<file path="src/rtl/irq_entry_pkg.sv">
package irq_entry_pkg;

  parameter int DATA_W     = 16;
  parameter int PC_W       = 32;
  parameter int WORD_BYTES = 2;
  parameter int NUM_SLOTS  = 7;
  parameter int SLOT_W     = $clog2(NUM_SLOTS);

  typedef enum logic [1:0] {
    SEQ_IDLE   = 2'd0,
    SEQ_PUSH   = 2'd1,
    SEQ_FINISH = 2'd2
  } seq_state_t;

  typedef struct packed {
    logic [PC_W-1:0]   vec;
    logic [DATA_W-1:0] arg;
    logic [DATA_W-1:0] a;
    logic [DATA_W-1:0] b;
    logic [DATA_W-1:0] c;
    logic [PC_W-1:0]   pc;
    logic [DATA_W-1:0] fp;
    logic [DATA_W-1:0] sp;
  } entry_ctx_t;

  // Byte address of push slot idx, counted down from the captured SP.
  function automatic logic [DATA_W-1:0] slot_addr(input logic [DATA_W-1:0] sp0,
                                                  input logic [SLOT_W-1:0] idx);
    logic [DATA_W-1:0] off;
    off = DATA_W'(idx) * DATA_W'(WORD_BYTES);
    return sp0 - off;
  endfunction

  // Stack pointer once every slot has been pushed.
  function automatic logic [DATA_W-1:0] final_sp(input logic [DATA_W-1:0] sp0);
    return sp0 - DATA_W'(NUM_SLOTS * WORD_BYTES);
  endfunction

endpackage

</file>
<file path="src/rtl/irq_ctx_capture.sv">
module irq_ctx_capture
  import irq_entry_pkg::*;
(
  input  logic       clk,
  input  logic       rst_n,
  input  logic       capture,
  input  entry_ctx_t live_ctx,
  output entry_ctx_t held_ctx
);

  always_ff @(posedge clk or negedge rst_n) begin
    if (!rst_n) begin
      held_ctx <= '0;
    end else if (capture) begin
      held_ctx <= live_ctx;
    end
  end

endmodule

</file>
<file path="src/rtl/irq_slot_mux.sv">
module irq_slot_mux
  import irq_entry_pkg::*;
(
  input  entry_ctx_t        ctx,
  input  logic [SLOT_W-1:0] idx,
  output logic [DATA_W-1:0] word,
  output logic [DATA_W-1:0] addr
);

  localparam int HALF = PC_W / 2;

  logic [DATA_W-1:0] slot_words [NUM_SLOTS];

  // Push order: argument, C, B, A, PC high, PC low, FP.
  assign slot_words[0] = ctx.arg;
  assign slot_words[1] = ctx.c;
  assign slot_words[2] = ctx.b;
  assign slot_words[3] = ctx.a;
  assign slot_words[4] = DATA_W'(ctx.pc[PC_W-1:HALF]);
  assign slot_words[5] = DATA_W'(ctx.pc[HALF-1:0]);
  assign slot_words[6] = ctx.fp;

  always_comb begin
    word = '0;
    for (int i = 0; i < NUM_SLOTS; i++) begin
      if (idx == SLOT_W'(i)) word = slot_words[i];
    end
  end

  assign addr = slot_addr(ctx.sp, idx);

endmodule

</file>
<file path="src/rtl/irq_seq_ctrl.sv">
module irq_seq_ctrl
  import irq_entry_pkg::*;
(
  input  logic              clk,
  input  logic              rst_n,
  input  logic              irq_req,
  input  logic              mem_ready,
  output logic              accept,
  output logic              busy,
  output logic              wr_en,
  output logic [SLOT_W-1:0] slot_idx,
  output logic              finish
);

  localparam logic [SLOT_W-1:0] LAST_SLOT = SLOT_W'(NUM_SLOTS - 1);

  seq_state_t state_q, state_d;
  logic [SLOT_W-1:0] idx_d;
  logic write_accept;
  logic last_slot;

  assign accept       = (state_q == SEQ_IDLE) && irq_req;
  assign busy         = (state_q != SEQ_IDLE);
  assign wr_en        = (state_q == SEQ_PUSH);
  assign finish       = (state_q == SEQ_FINISH);
  assign write_accept = wr_en && mem_ready;
  assign last_slot    = (slot_idx == LAST_SLOT);

  always_comb begin
    state_d = state_q;
    idx_d   = slot_idx;
    unique case (state_q)
      SEQ_IDLE: begin
        if (irq_req) begin
          state_d = SEQ_PUSH;
          idx_d   = '0;
        end
      end
      SEQ_PUSH: begin
        if (write_accept) begin
          if (last_slot) state_d = SEQ_FINISH;
          else           idx_d   = slot_idx + 1'b1;
        end
      end
      SEQ_FINISH: begin
        state_d = SEQ_IDLE;
        idx_d   = '0;
      end
      default: begin
        state_d = SEQ_IDLE;
        idx_d   = '0;
      end
    endcase
  end

  always_ff @(posedge clk or negedge rst_n) begin
    if (!rst_n) begin
      state_q  <= SEQ_IDLE;
      slot_idx <= '0;
    end else begin
      state_q  <= state_d;
      slot_idx <= idx_d;
    end
  end

  AST_MASK_WHILE_BUSY: assert property (@(posedge clk) disable iff (!rst_n)
    busy |-> !accept);
  AST_STALL_HOLDS_SLOT: assert property (@(posedge clk) disable iff (!rst_n)
    (wr_en && !mem_ready) |=> (wr_en && $stable(slot_idx)));
  AST_LAST_THEN_FINISH: assert property (@(posedge clk) disable iff (!rst_n)
    (write_accept && last_slot) |=> (finish && !wr_en));
  AST_FINISH_ONE_CYCLE: assert property (@(posedge clk) disable iff (!rst_n)
    finish |=> !finish);
  AST_ACCEPT_STARTS: assert property (@(posedge clk) disable iff (!rst_n)
    accept |=> (wr_en && slot_idx == '0));

endmodule

</file>
<file path="src/rtl/irq_entry_seq.sv">
module irq_entry_seq
  import irq_entry_pkg::*;
(
  input  logic              clk,
  input  logic              rst_n,
  input  logic              irq_req,
  input  logic [PC_W-1:0]   irq_vector,
  input  logic [DATA_W-1:0] irq_arg,
  input  logic [DATA_W-1:0] reg_a,
  input  logic [DATA_W-1:0] reg_b,
  input  logic [DATA_W-1:0] reg_c,
  input  logic [PC_W-1:0]   cur_pc,
  input  logic [DATA_W-1:0] cur_fp,
  input  logic [DATA_W-1:0] cur_sp,
  input  logic              mem_ready,
  output logic              irq_ack,
  output logic              busy,
  output logic              mem_wr_en,
  output logic [DATA_W-1:0] mem_addr,
  output logic [DATA_W-1:0] mem_wdata,
  output logic              pc_load,
  output logic [PC_W-1:0]   pc_value,
  output logic              fp_load,
  output logic [DATA_W-1:0] fp_value,
  output logic              sp_load,
  output logic [DATA_W-1:0] sp_value,
  output logic              done
);

  entry_ctx_t        live_ctx;
  entry_ctx_t        held_ctx;
  logic              seq_accept;
  logic              seq_finish;
  logic [SLOT_W-1:0] seq_slot;
  logic [DATA_W-1:0] slot_word;
  logic [DATA_W-1:0] slot_address;

  assign live_ctx = '{vec: irq_vector, arg: irq_arg, a: reg_a, b: reg_b,
                      c: reg_c, pc: cur_pc, fp: cur_fp, sp: cur_sp};

  irq_seq_ctrl u_ctrl (
    .clk       (clk),
    .rst_n     (rst_n),
    .irq_req   (irq_req),
    .mem_ready (mem_ready),
    .accept    (seq_accept),
    .busy      (busy),
    .wr_en     (mem_wr_en),
    .slot_idx  (seq_slot),
    .finish    (seq_finish)
  );

  irq_ctx_capture u_capture (
    .clk      (clk),
    .rst_n    (rst_n),
    .capture  (seq_accept),
    .live_ctx (live_ctx),
    .held_ctx (held_ctx)
  );

  irq_slot_mux u_mux (
    .ctx  (held_ctx),
    .idx  (seq_slot),
    .word (slot_word),
    .addr (slot_address)
  );

  assign irq_ack   = seq_accept;
  assign mem_addr  = slot_address;
  assign mem_wdata = slot_word;
  assign pc_load   = seq_finish;
  assign fp_load   = seq_finish;
  assign sp_load   = seq_finish;
  assign done      = seq_finish;
  assign pc_value  = held_ctx.vec;
  assign sp_value  = final_sp(held_ctx.sp);
  assign fp_value  = sp_value;

  AST_STALL_HOLDS_WORD: assert property (@(posedge clk) disable iff (!rst_n)
    (mem_wr_en && !mem_ready) |=> ($stable(mem_addr) && $stable(mem_wdata)));
  AST_ADDR_STEPS_DOWN: assert property (@(posedge clk) disable iff (!rst_n)
    (mem_wr_en && mem_ready) |=> (!mem_wr_en ||
      mem_addr == $past(mem_addr) - DATA_W'(WORD_BYTES)));
  AST_LOADS_TOGETHER: assert property (@(posedge clk) disable iff (!rst_n)
    pc_load |-> (fp_load && sp_load && done && !mem_wr_en));
  AST_FP_MATCHES_SP: assert property (@(posedge clk) disable iff (!rst_n)
    fp_load |-> (fp_value == sp_value));
  AST_HELD_STABLE_BUSY: assert property (@(posedge clk) disable iff (!rst_n)
    (busy && !irq_ack) |=> $stable(pc_value));

endmodule

</file>
<file path="config.mk">
export PLATFORM = sky130hd
export DESIGN_NAME = irq_entry_seq
export DESIGN_NICKNAME = d
export VERILOG_FILES = /design/src/rtl/irq_entry_pkg.sv /design/src/rtl/irq_ctx_capture.sv /design/src/rtl/irq_slot_mux.sv /design/src/rtl/irq_seq_ctrl.sv /design/src/rtl/irq_entry_seq.sv
export SDC_FILE = /design/constraint.sdc
export NUM_CORES = 1
export LEC_CHECK = 0
export BUFFER_PORTS_ARGS = -buffer_cell sky130_fd_sc_hd__buf_2
export CAP_MARGIN = 20
export CORE_ASPECT_RATIO = 1.2
export CORE_UTILIZATION = 30
export DETAILED_ROUTE_END_ITERATION = 10
export SYNTH_ARGS = -nofsm -noshare
export SYNTH_HDL_FRONTEND = slang
export SYNTH_SLANG_ARGS = --single-unit
</file>
<file path="constraint.sdc">
create_clock -name clk -period 6.9 [get_ports clk]
set_input_delay 0.69 -clock clk [delete_from_list [all_inputs] [get_ports clk]]
set_output_delay 0.69 -clock clk [all_outputs]
set_load 0.05 [all_outputs]
</file>
* Yosys cells after proc, flatten, opt, wreduce, memory -nomap -nowiden *
Index checks and enable logic that the tools add are counted.

word-level totals
  register bits after elaboration = 165
  output and inout port bits = 103
  logic and storage cells = 47

operators by class
  $add $sub $neg = 3
  equality and inequality tests = 12
  muxes and demuxes = 15
  reductions and logical operators = 7

operators with widths
  kind                     number
  $mux W16                 7
  $sub A16 B4 Y16          1
  $sub A16 B4 Y16 const B  1
  $eq A3 B3 Y1 const B     3
  $mux W3                  3
  $ne A2 B2 Y1 const B     4
  $eq A3 B2 Y1 const B     2
  $mux W2                  3
  $pmux W3 S2              1
  $reduce_and A3 Y1        2
  $pmux W2 S2              1
  $add A3 B1 Y3 const B    1
  $eq A3 B1 Y1 const B     1
  $logic_not A3 Y1         1
  $eq A2 B1 Y1 const B     1
  $eq A2 B2 Y1 const B     1
  $logic_and A1 B1 Y1      2
  $logic_not A2 Y1         1
  $reduce_bool A2 Y1       1

* Logic depth before layout (Yosys ltp) *
Gate-level depths: netlist of run 1.

  depth in word-level cells = 8
  depth in mapped cells = 8

* Hierarchy *
A second synthesis of run 1 with hierarchy kept.

second synthesis, totals
  cell total of the unflattened synthesis = 585
  area, all modules = 8,384.3 sq um

modules (own cells, without submodules)
  module           times used  cells an instance  area each (sq um)  seq. area each (sq um)
  irq_ctx_capture  1           338                6,346.1            4,003.8
  irq_slot_mux     1           164                1,330.0            0.0
  irq_entry_seq    1           52                 411.6              0.0
  irq_seq_ctrl     1           31                 296.5              125.1

* Least setup slack after synthesis of run 1 *
Ideal clock, no wire load.

  kind = reg-to-output
  from = register u_capture.held_ctx[1] (netlist name)
  to = output mem_addr[15]
  data arrival time = 2,725 ps
  data required time = 6,210 ps
  path slack = 3,485 ps
  cell stages (with the launch flop) = 8
  cell sequence = dfrtp_1 -> inv_1 -> ha_1 -> inv_1 -> fa_1 -> a211oi_4 -> nand3_1 -> xnor2_1

between the ends
  longest elaborated chain between the ends = 1

RTL lines
  what             RTL line             source
  $sub A16 B4 Y16  irq_entry_pkg.sv:31  return sp0 - off;
  to (decl)        irq_entry_seq.sv:19  output logic [DATA_W-1:0] mem_addr,

No other way between the ends.

* Worst setup path after layout of run 1 *
  from = register u_ctrl.slot_idx[2]
  to = output mem_wdata[6]

between the ends
  longest elaborated chain between the ends = 8

RTL lines
  what                    RTL line             source
  from (decl)             irq_seq_ctrl.sv:11   output logic [SLOT_W-1:0] slot_idx,
  from (signal assigned)  irq_seq_ctrl.sv:62   slot_idx <= idx_d;
  $logic_not A3 Y1        irq_slot_mux.sv:26   if (idx == SLOT_W'(i)) word = slot_words[i];
  $mux W16 (6 in a row)   irq_slot_mux.sv:26
  $mux W16 (*)            irq_slot_mux.sv:26
  to (decl)               irq_entry_seq.sv:20  output logic [DATA_W-1:0] mem_wdata,

Mark *: on every way between the ends. The rest lies on a longest branch, timed or not.

==> results.yml, run 1 <==
outcome:
  outcome: "finished clean"
finish:
  fin_area_um2: 9940
  finish.net_count: 1025
  drive_gt1_share_pct: 46.8
  area_growth_pct: 21.0
  fin_cells: 1200
synth:
  synth_compound_area_share_pct: 10.0
  async_flop_share_pct: 100
  muxShareOfSynthArea_pct: 21.9
  yosysTopAreaCellShare_pct: 50.3
  synth_xor_area_share_pct: 2.77
  yosysWarnings: 0
  syn_nets: 830
  syn_area_um2: 8210
  synthAdderAreaFrac_pct: 1.62
  synth_top_family_by_area: "multiplexers"
  synth.distinct_cells: 40
  synth.area.top_cells: "dfrtp_1 50%, mux2_2 13%, mux2_1 9.1%, buf_4 5.8%, a22o_1 1.8%"
  avgSynthCellArea_um2: 12.5
  ys_seq_area_share_pct: 50.3
  synth_simple_gate_area_share_pct: 4.08
  synthFlopType: "dfrtp_1"
  syn_inst: 656
  synth_edf_count: 0
  synth_area_leader_cell: "dfrtp_1"
  ys_seq_elements: 165
routing:
  vias: 5873
  vias_per_cell: 4.89
  ant_nets: 0
  drc: 0
  wl_per_cell_um: 18.6
  first_pass_iters: 5
  drt_iter0_markers: 248
  totalWireLength_mm: 22.3
clock_tree:
  root_buffer: "clkbuf_16"
  cts-buffers-inserted: 17
  post_cts_buffers: 0
  cts-resized-gates: 0
  cts.sinks: 165
  cts_hold_buf: 0
  clock_latency_ns: 0.43
  htreeDepth: 4
  clockBufferDepth: 2
  clk_pin_slew_ns: 0.07
  cts_tree: "yes"
sta:
  finalMaxSlewViolations: 0
  max_freq_mhz: 238
  finalClockSkew_ns: 0.00849
  hold_viol_final: 0
  fin_crit_sh_pct: 60.8
  slew_headroom_pct: 32.7
  setup_viol_count_final: 0
  fin_tns_setup_ns: 0
  grt_setup_unrepaired: "false"
  tightest_slew_ns: 1.01
  timing.final.crit_period_ns: 4.19
grt:
  grtUsageTotal_pct: 16.2
  grt_pass1_vias: 5852
  grt_antenna_before_repair: 16
  grt_max_degree: 102
  grt_pass1_wl_mm: 33.9
  overflow: 0
placement:
  dpl_cell_area_um2: 9340
  io_buffers: 266
  finalWeightedCongestion: 0.777
  dpl.hpwl_mm: 16.6
  dp_cells: 1166
setup_path:
  cp.arrival_ns: 3.50
  critPathLaunch: "u_ctrl.slot_idx[2]"
  cp_slowest_stage_delay_ns: 0.70
  startpoint_type: "register"
  r2r_slack_ns: 4.07
  crit_chain: "clkinv_1 -> ha_1 -> inv_1 -> o22ai_1 -> o221ai_1 -> buf_2"
  path_class: "register to output port"
  end_kind: "output port"
  r2r_start: "u_ctrl.state_q[0]"
  crit_family: "buffers and inverters"
  worst_ep_required_time_ns: 6.21
  crit_fanout: 18
  critPathBufInv: 3
  cp_slowest_cell: "ha_1"
floorplan:
  fp.dieH_um: 183
  initial_core_util_pct: 30.9
  num_rows: 65
  core_um2: 26600
  dieWidth_um: 153
  dieArea_um2: 28000
  io_pins: 267
flow_run:
  drv_cap: 0
worst_hold_path:
  hold_class: "primary input to asynchronous set/reset pin"
cell families after synthesis:
logic type / count (synthesis)
AOI/OAI and AO/OA: 109
adders and majority gates: 10
buffers and inverters: 119
and+or+nand+nor: 67
muxes: 160
DFF: 165
xor gates and xnor gates: 26
metal layers:
metal / part of all wire (%) / global-route usage [%]
met1: 40 / 18.4
met2: 52 / 28.7
met4: 2.5 / 6.34
met3: 6.1 / 4.30
met5: 0.13 / 0
per-stage QoR:
step | worst slack (ns) | hold WS, ns | utilization, %
2_1_floorplan | 3.49 | 0.394 | -
6_report | 2.71 | 0.331 | 37.4
5_1_grt | 2.51 | 0.447 | 37.4
4_1_cts | 2.74 | 0.407 | 37.3
3_3_place_gp | 3.27 | 0.465 | 35.1
3_5_place_dp | 3.22 | 0.471 | 35.1
path summary, 6_finish.rpt:
kind | depth (start not counted) | end
setup / recovery | 6 | mem_wdata[6]
hold / removal | 1 | u_capture.held_ctx[129]
setup reg to reg | 4 | u_capture.held_ctx[74]
hold reg to reg | 1 | u_capture.held_ctx[130]
max in group asynchronous | 2 | u_capture.held_ctx[7]
min in group clk | 2 | u_capture.held_ctx[24]
synth_stat cells (11+ instances only):
cell type  instances
a21oi_1           18
a221oi_1          16
a22o_1            17
a22oi_1           16
buf_4             63
clkbuf_1          16
dfrtp_1          165
inv_1             23
mux2_1            66
mux2_2            94
nand2_1           29
o221ai_1          16
o22ai_1           16
xnor2_1           11
xor2_1            15
cell type report:
type / count / area [um2]
Clock inverter: 12 / 133
Inverter: 24 / 90.1
Fill cell: 2650 / 16700
Antenna cell: 2 / 5.00
Tap cell: 335 / 419
Clock buffer: 19 / 453
Sequential cell: 165 / 4130
Multi-Input combinational cell: 372 / 3330
Timing Repair Buffer: 271 / 1380
registers in the layout (all words and copies together) (netlist names):
name / flops
u_capture.held_ctx: 160
u_ctrl.slot_idx: 3
u_ctrl.state_q: 2
layout by cell type, fill, tap and decap left out, types with 3 or more instances in the layout:
cell	n
o21ai_0	3
nand3_1	5
nor4_1	3
o22ai_1	16
clkbuf_16	17
nand2_1	29
buf_4	4
buf_2	265
nor2_1	10
a22o_1	17
mux2_2	94
a221oi_1	16
mux2_1	66
o221ai_1	16
ha_1	8
inv_1	23
a21oi_1	18
nor2b_1	4
nor3_1	4
dfrtp_1	165
inv_8	4
a22oi_1	16
inv_6	5
xnor2_1	11
xor2_1	15
Power of run 1 is left out: the tool's default activity adds up to more than one toggle a clock period on the data nets, which glitch-free logic cannot reach.
==> run 2, diff against run 1 <==
--- a/config.mk
+++ b/config.mk
@@ -5,6 +5,7 @@
 export SDC_FILE = /design/constraint.sdc
 export NUM_CORES = 1
 export LEC_CHECK = 0
+export ABC_AREA = 1
 export BUFFER_PORTS_ARGS = -buffer_cell sky130_fd_sc_hd__buf_2
 export CAP_MARGIN = 20
 export CORE_ASPECT_RATIO = 1.2
==> constraint.sdc (replaced) <==
create_clock -name clk -period 3.5 [get_ports clk]
set_input_delay 0.35 -clock clk [delete_from_list [all_inputs] [get_ports clk]]
set_output_delay 0.35 -clock clk [all_outputs]
set_load 0.05 [all_outputs]
==> run 2 against run 1 <==
Sequential cell count is the same. Clock skew is essentially flat. Via count grew 32%. Non-clock buffer count grew 7. Sequential share of layout area shrank 2.4 points. Largest cell class unchanged.
==> results.yml, run 2 <==
power_and_ir_drop:
  p_leak_nw: 6.18
  power_density_nw_per_um2: 1210
  combPwrFrac_pct: 56.4
  p_seq_share_pct: 26.6
  p_switching_w: 0.00691
  clkPwrFrac_pct: 17.0
  power.internal_w: 0.00582
  power_w: 0.0127
  swShare_pct: 54.3
  ir_drop_mv: 0.878
setup_path:
  worst_ep_required_time_ns: 3.15
  r2r_start: "u_ctrl.slot_idx[0]"
  end_kind: "output port"
  endpoint: "mem_wdata[12]"
  cp.arrival_ns: 2.85
  r2r_slack_ns: 1.28
  rr_worst_depth: 10
  path_class: "register to output port"
  crit_fanout: 32
  startpoint_type: "register"
  r2r-end: "u_ctrl.slot_idx[2]"
  critPathLaunch: "u_ctrl.slot_idx[1]"
sta:
  fin_tns_setup_ns: 0
  finalMaxSlewViolations: 0
  max_freq_mhz: 313
  tightest_slew_ns: 0.780
  setup_viol_count_final: 0
  worst_slack_ns: 0.302
  timing.final.crit_period_ns: 3.20
  grt_setup_unrepaired: "false"
  hold_viol_final: 0
  finalClockSkew_ns: 0.00883
  slew_headroom_pct: 48.0
  fin_crit_sh_pct: 91.4
grt:
  grt_pass1_vias: 7713
  overflow: 0
  grt_antenna_before_repair: 3
  grt_max_degree: 133
  grtUsageTotal_pct: 18.1
  grt_pass1_wl_mm: 40.8
placement:
  preCtsSetupSlack_ns: 0.787
  dp_cells: 1745
  dpl.hpwl_mm: 18.8
  io_buffers: 266
  finalWeightedCongestion: 0.815
finish:
  finish.net_count: 1560
  mostFrequentLayoutCell: "nand2_1"
  area_growth_pct: 21.9
  fin_cells: 1778
  drive_gt1_share_pct: 22.6
  regMostFlops: "u_capture.held_ctx"
  top_regs: "u_capture.held_ctx x160, u_ctrl.slot_idx x3, u_ctrl.state_q x2"
  largest_reg_flops: 160
  final_cell_mix: "678 x nand2_1, 265 x buf_2, 165 x dfrtp_1, 86 x nor2_1, 54 x inv_1"
clock_tree:
  clock_latency_ns: 0.43
  clockBufferDepth: 2
  cts-buffers-inserted: 17
  cts.sinks: 165
  cts_tree: "yes"
  cts-resized-gates: 0
  post_cts_buffers: 0
  root_buffer: "clkbuf_16"
  htreeDepth: 4
  clk_pin_slew_ns: 0.07
  cts_hold_buf: 1
synth:
  synth_area_leader_cell: "dfrtp_1"
  yosys-top-cells-count: "678 x nand2_1, 165 x dfrtp_1, 86 x nor2_1"
  synth_edf_count: 0
  ys_seq_elements: 165
  yosysTopAreaCellShare_pct: 47.7
  avgSynthCellArea_um2: 7.23
  synth.most_common_cell: "nand2_1"
  synthFlopType: "dfrtp_1"
  syn_inst: 1198
  syn_area_um2: 8660
  synth.area.top_cells: "dfrtp_1 48%, nand2_1 29%, buf_4 5.0%, nor2_1 3.7%, xor2_1 2.4%"
  synth.distinct_cells: 27
  async_flop_share_pct: 100
  ys_seq_area_share_pct: 47.7
  yosysWarnings: 0
  syn_nets: 1372
floorplan:
  dieArea_um2: 29600
  core_um2: 28200
  num_rows: 67
  dieWidth_um: 157
  initial_core_util_pct: 30.7
  io_pins: 267
  fp.dieH_um: 188
routing:
  ant_nets: 0
  vias_per_cell: 4.37
  first_pass_iters: 5
  totalWireLength_mm: 26.1
  vias: 7769
  wl_per_cell_um: 14.7
  drc: 0
  drt_iter0_markers: 499
worst_hold_path:
  holdPathStages: 3
  hold_class: "primary input to register"
flow_run:
  drv_cap: 0
outcome:
  outcome: "finished clean"
run 2: area by class of cell:
class	instances	area [um2]
clock buffer	18	439
inverter	59	224
tap	379	474
timing repair buffer	278	1460
multi-input combinational	865	3610
sequential	165	4130
fill	3047	17600
antenna	2	5.00
clock inverter	12	225
run 2: power by group through the flow:
stage,Combinational (W),Sequential (W),Clock (W)
finish,0.00717,0.00339,0.00216
global route,0.00782,0.00350,0.00229
CTS,0.00724,0.00340,0.00223
detailed placement,0.00722,0.00343,0
global placement,0.00717,0.00340,0
floorplan,0.00611,0.00323,0
run 2: critical path, cell delays in order, from the launching register on:
cell and delay (ns):
dfrtp_1 0.40, inv_1 0.18, ha_1 0.62, nand2_1 0.12, inv_1 0.09, buf_4 0.33, nand2_1 0.09, nand2_1 0.07
inv_1 0.04, nand2_1 0.10, nand2_1 0.06, nand2_1 0.05, buf_2 0.26
run 2: worst min path at each step:
stage,from,to
2_1_floorplan,rst_n,u_capture.held_ctx[0]
3_3_place_gp,rst_n,u_capture.held_ctx[13]
3_5_place_dp,rst_n,u_capture.held_ctx[12]
4_1_cts,cur_pc[14],u_capture.held_ctx[46]
5_1_grt,reg_b[1],u_capture.held_ctx[81]
6_report,cur_fp[2],u_capture.held_ctx[18]
run 2: metrics by stage:
stage / instance area, um2 / utilization, % / hold slack, ns
2_1_floorplan: 8660 / - / 0.0544
3_3_place_gp: 9880 / 35.1 / 0.444
3_5_place_dp: 9880 / 35.1 / 0.436
4_1_cts: 10600 / 37.5 / 0.0937
5_1_grt: 10600 / 37.5 / 0.103
6_report: 10600 / 37.5 / 0.118
run 2: cells by family after synthesis:
group	synth area share (%)
AND/OR/NAND/NOR	36.7
buffers and inverters	10.7
flip-flops	47.7
XOR/XNOR	2.53
AO/OA/AOI/OAI	0.910
adder cells (fa/ha/maj)	1.53
run 2: routing by layer:
layer	vias to the layer above	global-route usage [%]	routed length, um
li1	3927	-	-
met1	3579	22.4	11600
met2	225	30.4	12500
met3	38	3.40	1190
met4	0	7.99	738
met5	-	0	0
(Power assumes the default switching activity.)
